## src/rtl/bridge_pkg.sv

```systemverilog
package bridge_pkg;
  typedef struct packed {
    logic reqPush;
    logic reqExpect;
    logic reqPop;
    logic rspPush;
    logic rspPop;
  } bridge_strobe_t;
endpackage

```

## src/rtl/bridge_fifo.sv

```systemverilog
module bridge_fifo #(
  parameter int WIDTH = 8,
  parameter int DEPTH = 4,
  parameter int TS_W = 16,
  parameter int unsigned DELAY = 1
) (
  input  logic             clk,
  input  logic             rstN,
  input  logic             push,
  input  logic [WIDTH-1:0] pushData,
  input  logic             pop,
  input  logic [TS_W-1:0]  now,
  output logic             full,
  output logic             headReady,
  output logic [WIDTH-1:0] headData
);
  localparam int PTR_W = $clog2(DEPTH);
  localparam int CNT_W = PTR_W + 1;
  localparam logic [PTR_W-1:0] LAST = PTR_W'(DEPTH - 1);
  localparam logic [TS_W-1:0] WAIT = TS_W'(DELAY);

  logic [WIDTH-1:0] dataMem [DEPTH];
  logic [TS_W-1:0]  stampMem [DEPTH];
  logic [PTR_W-1:0] rdPtr, wrPtr;
  logic [CNT_W-1:0] count;
  logic [TS_W-1:0]  age;

  always_ff @(posedge clk) begin
    if (push) begin
      dataMem[wrPtr]  <= pushData;
      stampMem[wrPtr] <= now;
    end
  end

  always_ff @(posedge clk) begin
    if (!rstN) begin
      rdPtr <= '0;
      wrPtr <= '0;
      count <= '0;
    end else begin
      if (push) wrPtr <= (wrPtr == LAST) ? '0 : wrPtr + 1'b1;
      if (pop)  rdPtr <= (rdPtr == LAST) ? '0 : rdPtr + 1'b1;
      case ({push, pop})
        2'b10:   count <= count + 1'b1;
        2'b01:   count <= count - 1'b1;
        default: count <= count;
      endcase
    end
  end

  // modular difference stays correct across counter wrap
  assign age       = now - stampMem[rdPtr];
  assign headReady = (count != '0) && (age >= WAIT);
  assign headData  = dataMem[rdPtr];
  assign full      = (count == CNT_W'(DEPTH));

  p_pop_nonempty_r7: assert property (@(posedge clk) disable iff (!rstN)
    pop |-> count != '0);
  p_push_room_r2: assert property (@(posedge clk) disable iff (!rstN)
    push |-> count < CNT_W'(DEPTH));
endmodule

```

## src/rtl/bridge_datapath.sv

```systemverilog
module bridge_datapath
  import bridge_pkg::*;
#(
  parameter int ADDR_W = 16,
  parameter int DATA_W = 16,
  parameter int REQ_DEPTH = 16,
  parameter int RSP_DEPTH = 16,
  parameter int TS_W = 32,
  parameter int unsigned DELAY = 4
) (
  input  logic              clk,
  input  logic              rstN,
  input  bridge_strobe_t    strobe,
  input  logic [ADDR_W-1:0] upAddr,
  input  logic [DATA_W-1:0] upData,
  input  logic [DATA_W-1:0] rspInData,
  output logic              dnValid,
  output logic [ADDR_W-1:0] dnAddr,
  output logic [DATA_W-1:0] dnData,
  output logic              dnExpectRsp,
  output logic              upRspValid,
  output logic [DATA_W-1:0] upRspData,
  output logic              reqFull,
  output logic              rspFull
);
  localparam int REQ_W = ADDR_W + DATA_W + 1;

  logic [TS_W-1:0]  now;
  logic [REQ_W-1:0] reqHead;

  always_ff @(posedge clk) begin
    if (!rstN) now <= '0;
    else       now <= now + 1'b1;
  end

  bridge_fifo #(.WIDTH(REQ_W), .DEPTH(REQ_DEPTH), .TS_W(TS_W), .DELAY(DELAY)) i_reqq (
    .clk(clk), .rstN(rstN),
    .push(strobe.reqPush), .pushData({strobe.reqExpect, upData, upAddr}),
    .pop(strobe.reqPop), .now(now),
    .full(reqFull), .headReady(dnValid), .headData(reqHead)
  );

  bridge_fifo #(.WIDTH(DATA_W), .DEPTH(RSP_DEPTH), .TS_W(TS_W), .DELAY(DELAY)) i_rspq (
    .clk(clk), .rstN(rstN),
    .push(strobe.rspPush), .pushData(rspInData),
    .pop(strobe.rspPop), .now(now),
    .full(rspFull), .headReady(upRspValid), .headData(upRspData)
  );

  assign {dnExpectRsp, dnData, dnAddr} = reqHead;

  p_dn_hold_r8: assert property (@(posedge clk) disable iff (!rstN)
    dnValid && !strobe.reqPop |=> dnValid && $stable(reqHead));
  p_rsp_hold_r6: assert property (@(posedge clk) disable iff (!rstN)
    upRspValid && !strobe.rspPop |=> upRspValid && $stable(upRspData));
endmodule

```

## src/rtl/bridge_ctrl.sv

```systemverilog
module bridge_ctrl
  import bridge_pkg::*;
#(
  parameter int RSP_DEPTH = 16
) (
  input  logic           clk,
  input  logic           rstN,
  input  logic           upValid,
  input  logic           upNeedRsp,
  input  logic           upSuppress,
  input  logic           dnReady,
  input  logic           rspInValid,
  input  logic           upRspReady,
  input  logic           dnValid,
  input  logic           upRspValid,
  input  logic           reqFull,
  input  logic           rspFull,
  output logic           upReady,
  output logic           rspInReady,
  output bridge_strobe_t strobe
);
  localparam int OUT_W = $clog2(RSP_DEPTH + 1);
  localparam logic [OUT_W-1:0] LIMIT = OUT_W'(RSP_DEPTH);

  logic [OUT_W-1:0] outstanding;
  logic expects, resvOk;

  assign expects    = upNeedRsp && !upSuppress;
  assign resvOk     = outstanding < LIMIT;
  assign upReady    = !reqFull && (!expects || resvOk);
  assign rspInReady = !rspFull;

  always_comb begin
    strobe.reqPush   = upValid && upReady;
    strobe.reqExpect = expects;
    strobe.reqPop    = dnValid && dnReady;
    strobe.rspPush   = rspInValid && rspInReady;
    strobe.rspPop    = upRspValid && upRspReady;
  end

  always_ff @(posedge clk) begin
    if (!rstN) begin
      outstanding <= '0;
    end else begin
      case ({strobe.reqPush && expects, strobe.rspPop})
        2'b10:   outstanding <= outstanding + 1'b1;
        2'b01:   outstanding <= outstanding - 1'b1;
        default: outstanding <= outstanding;
      endcase
    end
  end

  p_no_overflow_r9: assert property (@(posedge clk) disable iff (!rstN)
    outstanding <= LIMIT);
  p_full_refuse_r2: assert property (@(posedge clk) disable iff (!rstN)
    reqFull |-> !upReady);
  p_rsp_room_r9: assert property (@(posedge clk) disable iff (!rstN)
    rspInValid |-> rspInReady);
  p_rsp_reserved_r3: assert property (@(posedge clk) disable iff (!rstN)
    strobe.rspPop |-> outstanding != '0);
endmodule

```

## src/rtl/delay_bridge.sv

```systemverilog
module delay_bridge
  import bridge_pkg::*;
#(
  parameter int ADDR_W = 16,
  parameter int DATA_W = 16,
  parameter int REQ_DEPTH = 16,
  parameter int RSP_DEPTH = 16,
  parameter int TS_W = 32,
  parameter int unsigned DELAY = 4
) (
  input  logic              clk,
  input  logic              rstN,
  input  logic              upValid,
  output logic              upReady,
  input  logic [ADDR_W-1:0] upAddr,
  input  logic [DATA_W-1:0] upData,
  input  logic              upNeedRsp,
  input  logic              upSuppress,
  output logic              dnValid,
  input  logic              dnReady,
  output logic [ADDR_W-1:0] dnAddr,
  output logic [DATA_W-1:0] dnData,
  output logic              dnExpectRsp,
  input  logic              rspInValid,
  output logic              rspInReady,
  input  logic [DATA_W-1:0] rspInData,
  output logic              upRspValid,
  input  logic              upRspReady,
  output logic [DATA_W-1:0] upRspData
);
  bridge_strobe_t strobe;
  logic reqFull, rspFull;

  bridge_ctrl #(.RSP_DEPTH(RSP_DEPTH)) i_ctrl (
    .clk(clk), .rstN(rstN),
    .upValid(upValid), .upNeedRsp(upNeedRsp), .upSuppress(upSuppress),
    .dnReady(dnReady), .rspInValid(rspInValid), .upRspReady(upRspReady),
    .dnValid(dnValid), .upRspValid(upRspValid),
    .reqFull(reqFull), .rspFull(rspFull),
    .upReady(upReady), .rspInReady(rspInReady), .strobe(strobe)
  );

  bridge_datapath #(
    .ADDR_W(ADDR_W), .DATA_W(DATA_W), .REQ_DEPTH(REQ_DEPTH),
    .RSP_DEPTH(RSP_DEPTH), .TS_W(TS_W), .DELAY(DELAY)
  ) i_dp (
    .clk(clk), .rstN(rstN), .strobe(strobe),
    .upAddr(upAddr), .upData(upData), .rspInData(rspInData),
    .dnValid(dnValid), .dnAddr(dnAddr), .dnData(dnData), .dnExpectRsp(dnExpectRsp),
    .upRspValid(upRspValid), .upRspData(upRspData),
    .reqFull(reqFull), .rspFull(rspFull)
  );
endmodule

```

## config.mk

```make
export PLATFORM = sky130hd
export DESIGN_NAME = delay_bridge
export DESIGN_NICKNAME = d
export VERILOG_FILES = /design/src/rtl/bridge_pkg.sv /design/src/rtl/bridge_fifo.sv /design/src/rtl/bridge_datapath.sv /design/src/rtl/bridge_ctrl.sv /design/src/rtl/delay_bridge.sv
export SDC_FILE = /design/constraint.sdc
export NUM_CORES = 2
export LEC_CHECK = 0
export BUFFER_PORTS_ARGS = -buffer_cell sky130_fd_sc_hd__buf_4
export CAP_MARGIN = 25
export CELL_PAD_IN_SITES_DETAIL_PLACEMENT = 1
export CELL_PAD_IN_SITES_GLOBAL_PLACEMENT = 1
export CORE_MARGIN = 2
export CORE_UTILIZATION = 50
export CTS_CLUSTER_DIAMETER = 200
export DETAILED_ROUTE_END_ITERATION = 6
export PLACE_DENSITY_LB_ADDON = 0.1
export REMOVE_ABC_BUFFERS = 1
export SLEW_MARGIN = 20
export SYNTH_ARGS = -nofsm -noshare
export SYNTH_HDL_FRONTEND = slang
export SYNTH_SLANG_ARGS = --single-unit
```

## constraint.sdc

```tcl
create_clock -name clk -period 7.4 [get_ports clk]
set_input_delay 0.37 -clock clk [delete_from_list [all_inputs] [get_ports clk]]
set_output_delay 0.37 -clock clk [all_outputs]
set_load 0.005 [all_outputs]
```

==> Flow_metrics.wiki <==
{| class="wikitable"
! Metric !! Value
|-
| Layout Utilization || 57.6%
|-
| Initial core utilization || approximately half
|-
| Register cell area after layout || 0.0557 mm^2
|-
| Count of buffers from port buffering || 108
|-
| Combinational share of power || 17.1%
|-
| Finish-stage setup viols || 0
|-
| Required time of the critical path || roughly 8.1 ns
|-
| Count of boundary I/O pins || about 110
|-
| Leakage power || about 0.028 uW
|-
| DP HPWL || 104000 um
|-
| Critical Path Sink Type || flop
|-
| Clock Skews || roughly 0.028 ns
|-
| Post-detailed-route via-to-cell ratio || a little over 6
|-
| Worst ir drop on vdd || between 0.2 and 0.25 mV
|-
| Area occupied by multi-input gates || around 0.019 mm^2
|-
| Count of non-filler cells in the finished layout || 6146
|-
| Data arrival time of the critical path || about 7.6 ns
|-
| Area added between synthesis and finish || 14.2%
|-
| Syn Inst Count || between 3k and 4k
|-
| Power per Cell Area || 298 mW/mm^2
|-
| Design internal power || about 19000 uW
|-
| Synth Flop Type || sky130_fd_sc_hd__edfxtp_1
|-
| H-tree depth reported by CTS || 4
|-
| Met3 capacity usage during global routing || under 10%
|-
| Busiest grt layer || met2
|-
| Final Max Tran Viols || 0
|-
| Maximum number of buffers from clock root to sink || 3
|-
| Number of nets in the layout || 4120
|-
| Number of inserted filler cells in the final layout || ~13k
|-
| NetSw || 6410 uW
|-
| Maximum net fanout on the critical path || between 40 and 50
|-
| Total CTS buffers || ~190
|-
| # DRC || 0
|-
| Number of maximum-capacitance constraint violations || 0
|-
| Average cell area after synthesis || a little over 20 um^2
|-
| Per-cell routed wire length || 29.7 um
|-
| Worst skew pair latency || approximately 0.8 ns
|-
| Global-route congestion overflow total || 0
|-
| Time the final worst path needs with I/O delays and setup || between 6 and 7 ns
|-
| Row cnt || approximately 140
|-
| Worst Hold Launch || upNeedRsp
|-
| Proportion of power drawn by the clock network || a little over a third
|-
| Vias in the first global route || about 41k
|-
| Share of the clock period used by the worst path || 93.5%
|-
| Die width || between 300 and 400 um
|-
| Final wirelength || 183000 um
|-
| Portion of the post-synthesis area used by sequential elements || 73.5%
|-
| Net switching fraction of the power || between 20 and 25%
|-
| Largest net degree at the start of global routing || 70
|-
| Core box area || 0.150 mm^2
|-
| Yosys warning count || 0
|-
| All-Layer GR Usage || ~24%
|-
| CTS Root Buffer Type || sky130_fd_sc_hd__clkbuf_16
|-
| Seq pwr share || 47.1%
|-
| Height of the die || between 300 and 400 um
|-
| Final setup slack of the worst path || just under 0.5 ns
|-
| GPL Wtd Cong || roughly 0.87
|-
| Full die area || 0.155 mm^2
|-
| #FFs+latches synth || 1879
|-
| Number of antenna violations at the first check in global routing || 1
|-
| Wire length of the first global-routing pass || between 200000 and 300000 um
|-
| Reg clk slew, reported paths || 0.06 ns
|-
| RSZ-0062 raised after global routing || false
|-
| Number of distinct library cells after synthesis || 80
|-
| Async set or reset register ratio after synthesis || 0%
|-
| Placement-stage worst setup slack || approximately 0.48 ns
|-
| Count of vias placed by the detailed router || about 37k
|-
| CTS sink cnt || ~1.9k
|-
| Iteration count of the initial detailed-routing pass || 7
|-
| Grt met2 use || 42.8%
|-
| Number of antenna diodes || 0
|-
| TritonCTS clock tree || built
|-
| Share of cells above drive strength 1 || about 28%
|-
| Final hold viol count || 0
|-
| Netlist area before placement || approximately 0.076 mm^2
|-
| Class of the tightest hold or removal check || primary input to flop
|-
| Worst setup path class || flop to flop
|-
| Met1 Usage GRT || a little under a third
|-
| Antenna-violating nets left || 0
|-
| Peak Freq || ~0.14 GHz
|-
| Detailed router's first-iteration violation count || between 2k and 3k
|-
| Result of the run || finished clean
|-
| Tightest slew margin relative to the limit || 26.6%
|-
| Cell total after placement || ~5.7k
|-
| Category of the worst setup path launch point || flop
|-
| Number of flops mapped to enable cells by yosys || approximately 1.8k
|-
| Transition time at the pin with the least slew margin || about 1.1 ns
|}
power by group through the flow:
stage	Sequential [uW]	Combinational (uW)	Clock, uW
global route	12100	4790	9790
CTS	12100	4450	9430
detailed placement	12400	4400	0
global placement	12300	4310	0
finish	12100	4390	9240
floorplan	12700	3410	0
through the flow:
step	total power (uW)	hold WS, ns	cell area, um^2	TNS (ns)
final	25800	0.122	86500	0
after global routing	26700	0.146	86500	0
after CTS	26000	0.0627	86500	0
after detailed placement	16800	0.490	80000	0
after global placement	16600	0.463	79800	0
after floorplan	16100	0.459	75100	-556.32
logic make-up (layout without fill, tap and decap cells):
group	Yosys count	count (layout)	share of synthesized area [%]
DFF	1879	1879	73.5
xor gates and xnor gates	69	69	0.798
buffers and inverters	286	768	1.44
and+or+nand+nor	426	426	2.92
muxes	573	573	16.9
AOI/OAI and AO/OA	325	325	2.87
adders and majority gates	90	90	1.54
registers in the layout, indices dropped and copies added (netlist names), named ones only:
register              cells
i_dp.i_rspq.wrPtr         4
i_dp.i_reqq.stampMem    512
i_dp.i_reqq.wrPtr         4
i_dp.i_reqq.dataMem     528
i_dp.i_rspq.dataMem     256
i_dp.i_rspq.stampMem    512
i_dp.now                 32
i_dp.i_reqq.rdPtr         4
i_dp.i_reqq.count         5
i_dp.i_rspq.count         5
i_dp.i_rspq.rdPtr         4
i_ctrl.outstanding        5
cell type report:
class | count | area share [%]
inverters | 112 | 0.486
clock buffers | 248 | 5.82
repair buffers | 309 | 3.12
clock inverters | 99 | 1.10
multi-input cells | 1483 | 22.1
flip-flops and latches | 1879 | 64.4
well taps | 2016 | 2.91
synthesized netlist by cell type (all sizes together) (12+ instances only):
cell type | number | area (um^2)
a211o | 15 | 131
a211oi | 14 | 110
a21boi | 12 | 90.1
a21o | 20 | 158
a21oi | 93 | 484
and2 | 55 | 347
and3 | 18 | 113
buf | 50 | 206
clkbuf | 124 | 465
dfxtp | 71 | 1420
edfxtp | 1808 | 54300
ha | 85 | 1060
inv | 112 | 420
mux4 | 564 | 12700
nand2 | 110 | 415
nand3 | 39 | 195
nand4 | 25 | 156
nor2 | 73 | 274
nor2b | 17 | 106
nor3 | 19 | 95.1
nor4 | 13 | 100
o2111ai | 12 | 105
o21a | 17 | 128
o21ai | 70 | 354
or3 | 15 | 93.8
xnor2 | 48 | 420
xor2 | 21 | 184
critical path: stages, from the launching register on:
cell and delay [ns]:
sky130_fd_sc_hd__dfxtp_4 0.79, sky130_fd_sc_hd__buf_4 0.35, sky130_fd_sc_hd__mux4_2 0.32, sky130_fd_sc_hd__mux4_2 0.47
sky130_fd_sc_hd__inv_1 0.07, sky130_fd_sc_hd__ha_1 0.43, sky130_fd_sc_hd__nand4_1 0.34, sky130_fd_sc_hd__or3_1 0.44
sky130_fd_sc_hd__a2111oi_0 0.46, sky130_fd_sc_hd__nor4b_2 0.16, sky130_fd_sc_hd__a21oi_1 0.18, sky130_fd_sc_hd__o21ai_0 0.12
sky130_fd_sc_hd__nor4_2 0.34, sky130_fd_sc_hd__nand4_1 0.34, sky130_fd_sc_hd__and2_4 0.33, sky130_fd_sc_hd__ha_1 0.24
sky130_fd_sc_hd__inv_1 0.12, sky130_fd_sc_hd__fa_1 0.23, sky130_fd_sc_hd__inv_1 0.05, sky130_fd_sc_hd__a21o_1 0.18
sky130_fd_sc_hd__a21oi_1 0.20, sky130_fd_sc_hd__xnor2_1 0.10, sky130_fd_sc_hd__or3_1 0.30, sky130_fd_sc_hd__a21boi_0 0.21
timing repair:
action / 4_1_cts / 5_1_grt
setup endpoints to repair: 0 / 2
resized for setup: 0 / 1
hold buffers: 50 / 0
setup buffers: 0 / 1
endpoints found under the hold margin: 785 / 0
worst paths after layout:
path,to,slack (ns),cells after the start
setup / recovery,i_dp.i_rspq.count[4]$_SDFFE_PN0P_,0.48,23
setup reg to reg,i_dp.i_rspq.count[4]$_SDFFE_PN0P_,0.48,23
hold reg to reg,i_dp.i_rspq.stampMem[0][22]$_DFFE_PP_,0.49,0
hold / removal,i_dp.i_reqq.dataMem[0][32]$_DFFE_PP_,0.12,3
metal layers:
layer	vias up	wire length (um)
li1	15887	-
met1	20185	74000
met2	964	96600
met3	266	8260
met4	0	3940
met5	-	0
cell usage in the layout (no fill, tap or decap), types with 9 or more instances in the layout:
cell type and instances:
sky130_fd_sc_hd__and2_1 50, sky130_fd_sc_hd__nor3_1 11, sky130_fd_sc_hd__clkbuf_1 54, sky130_fd_sc_hd__dlygate4sd3_1 50, sky130_fd_sc_hd__xnor2_1 48, sky130_fd_sc_hd__a211oi_1 13, sky130_fd_sc_hd__nor2_1 57, sky130_fd_sc_hd__nand2b_1 11
sky130_fd_sc_hd__xor2_1 21, sky130_fd_sc_hd__nand3_1 39, sky130_fd_sc_hd__o211ai_1 9, sky130_fd_sc_hd__a211o_1 15, sky130_fd_sc_hd__ha_1 85, sky130_fd_sc_hd__and3_1 18, sky130_fd_sc_hd__o21ai_0 65, sky130_fd_sc_hd__o2111ai_1 12
sky130_fd_sc_hd__inv_1 112, sky130_fd_sc_hd__buf_4 239, sky130_fd_sc_hd__buf_12 17, sky130_fd_sc_hd__mux4_2 564, sky130_fd_sc_hd__nor2_4 16, sky130_fd_sc_hd__or3_1 15, sky130_fd_sc_hd__a21boi_0 10, sky130_fd_sc_hd__nand4_1 25
sky130_fd_sc_hd__clkinv_1 41, sky130_fd_sc_hd__bufinv_16 14, sky130_fd_sc_hd__a21o_1 19, sky130_fd_sc_hd__nand2_1 109, sky130_fd_sc_hd__dfxtp_1 63, sky130_fd_sc_hd__o21a_1 17, sky130_fd_sc_hd__clkbuf_16 192, sky130_fd_sc_hd__edfxtp_1 1808
sky130_fd_sc_hd__a21oi_1 88, sky130_fd_sc_hd__nor2b_1 17, sky130_fd_sc_hd__clkinv_2 27
Power figures use the tool's default switching activity.
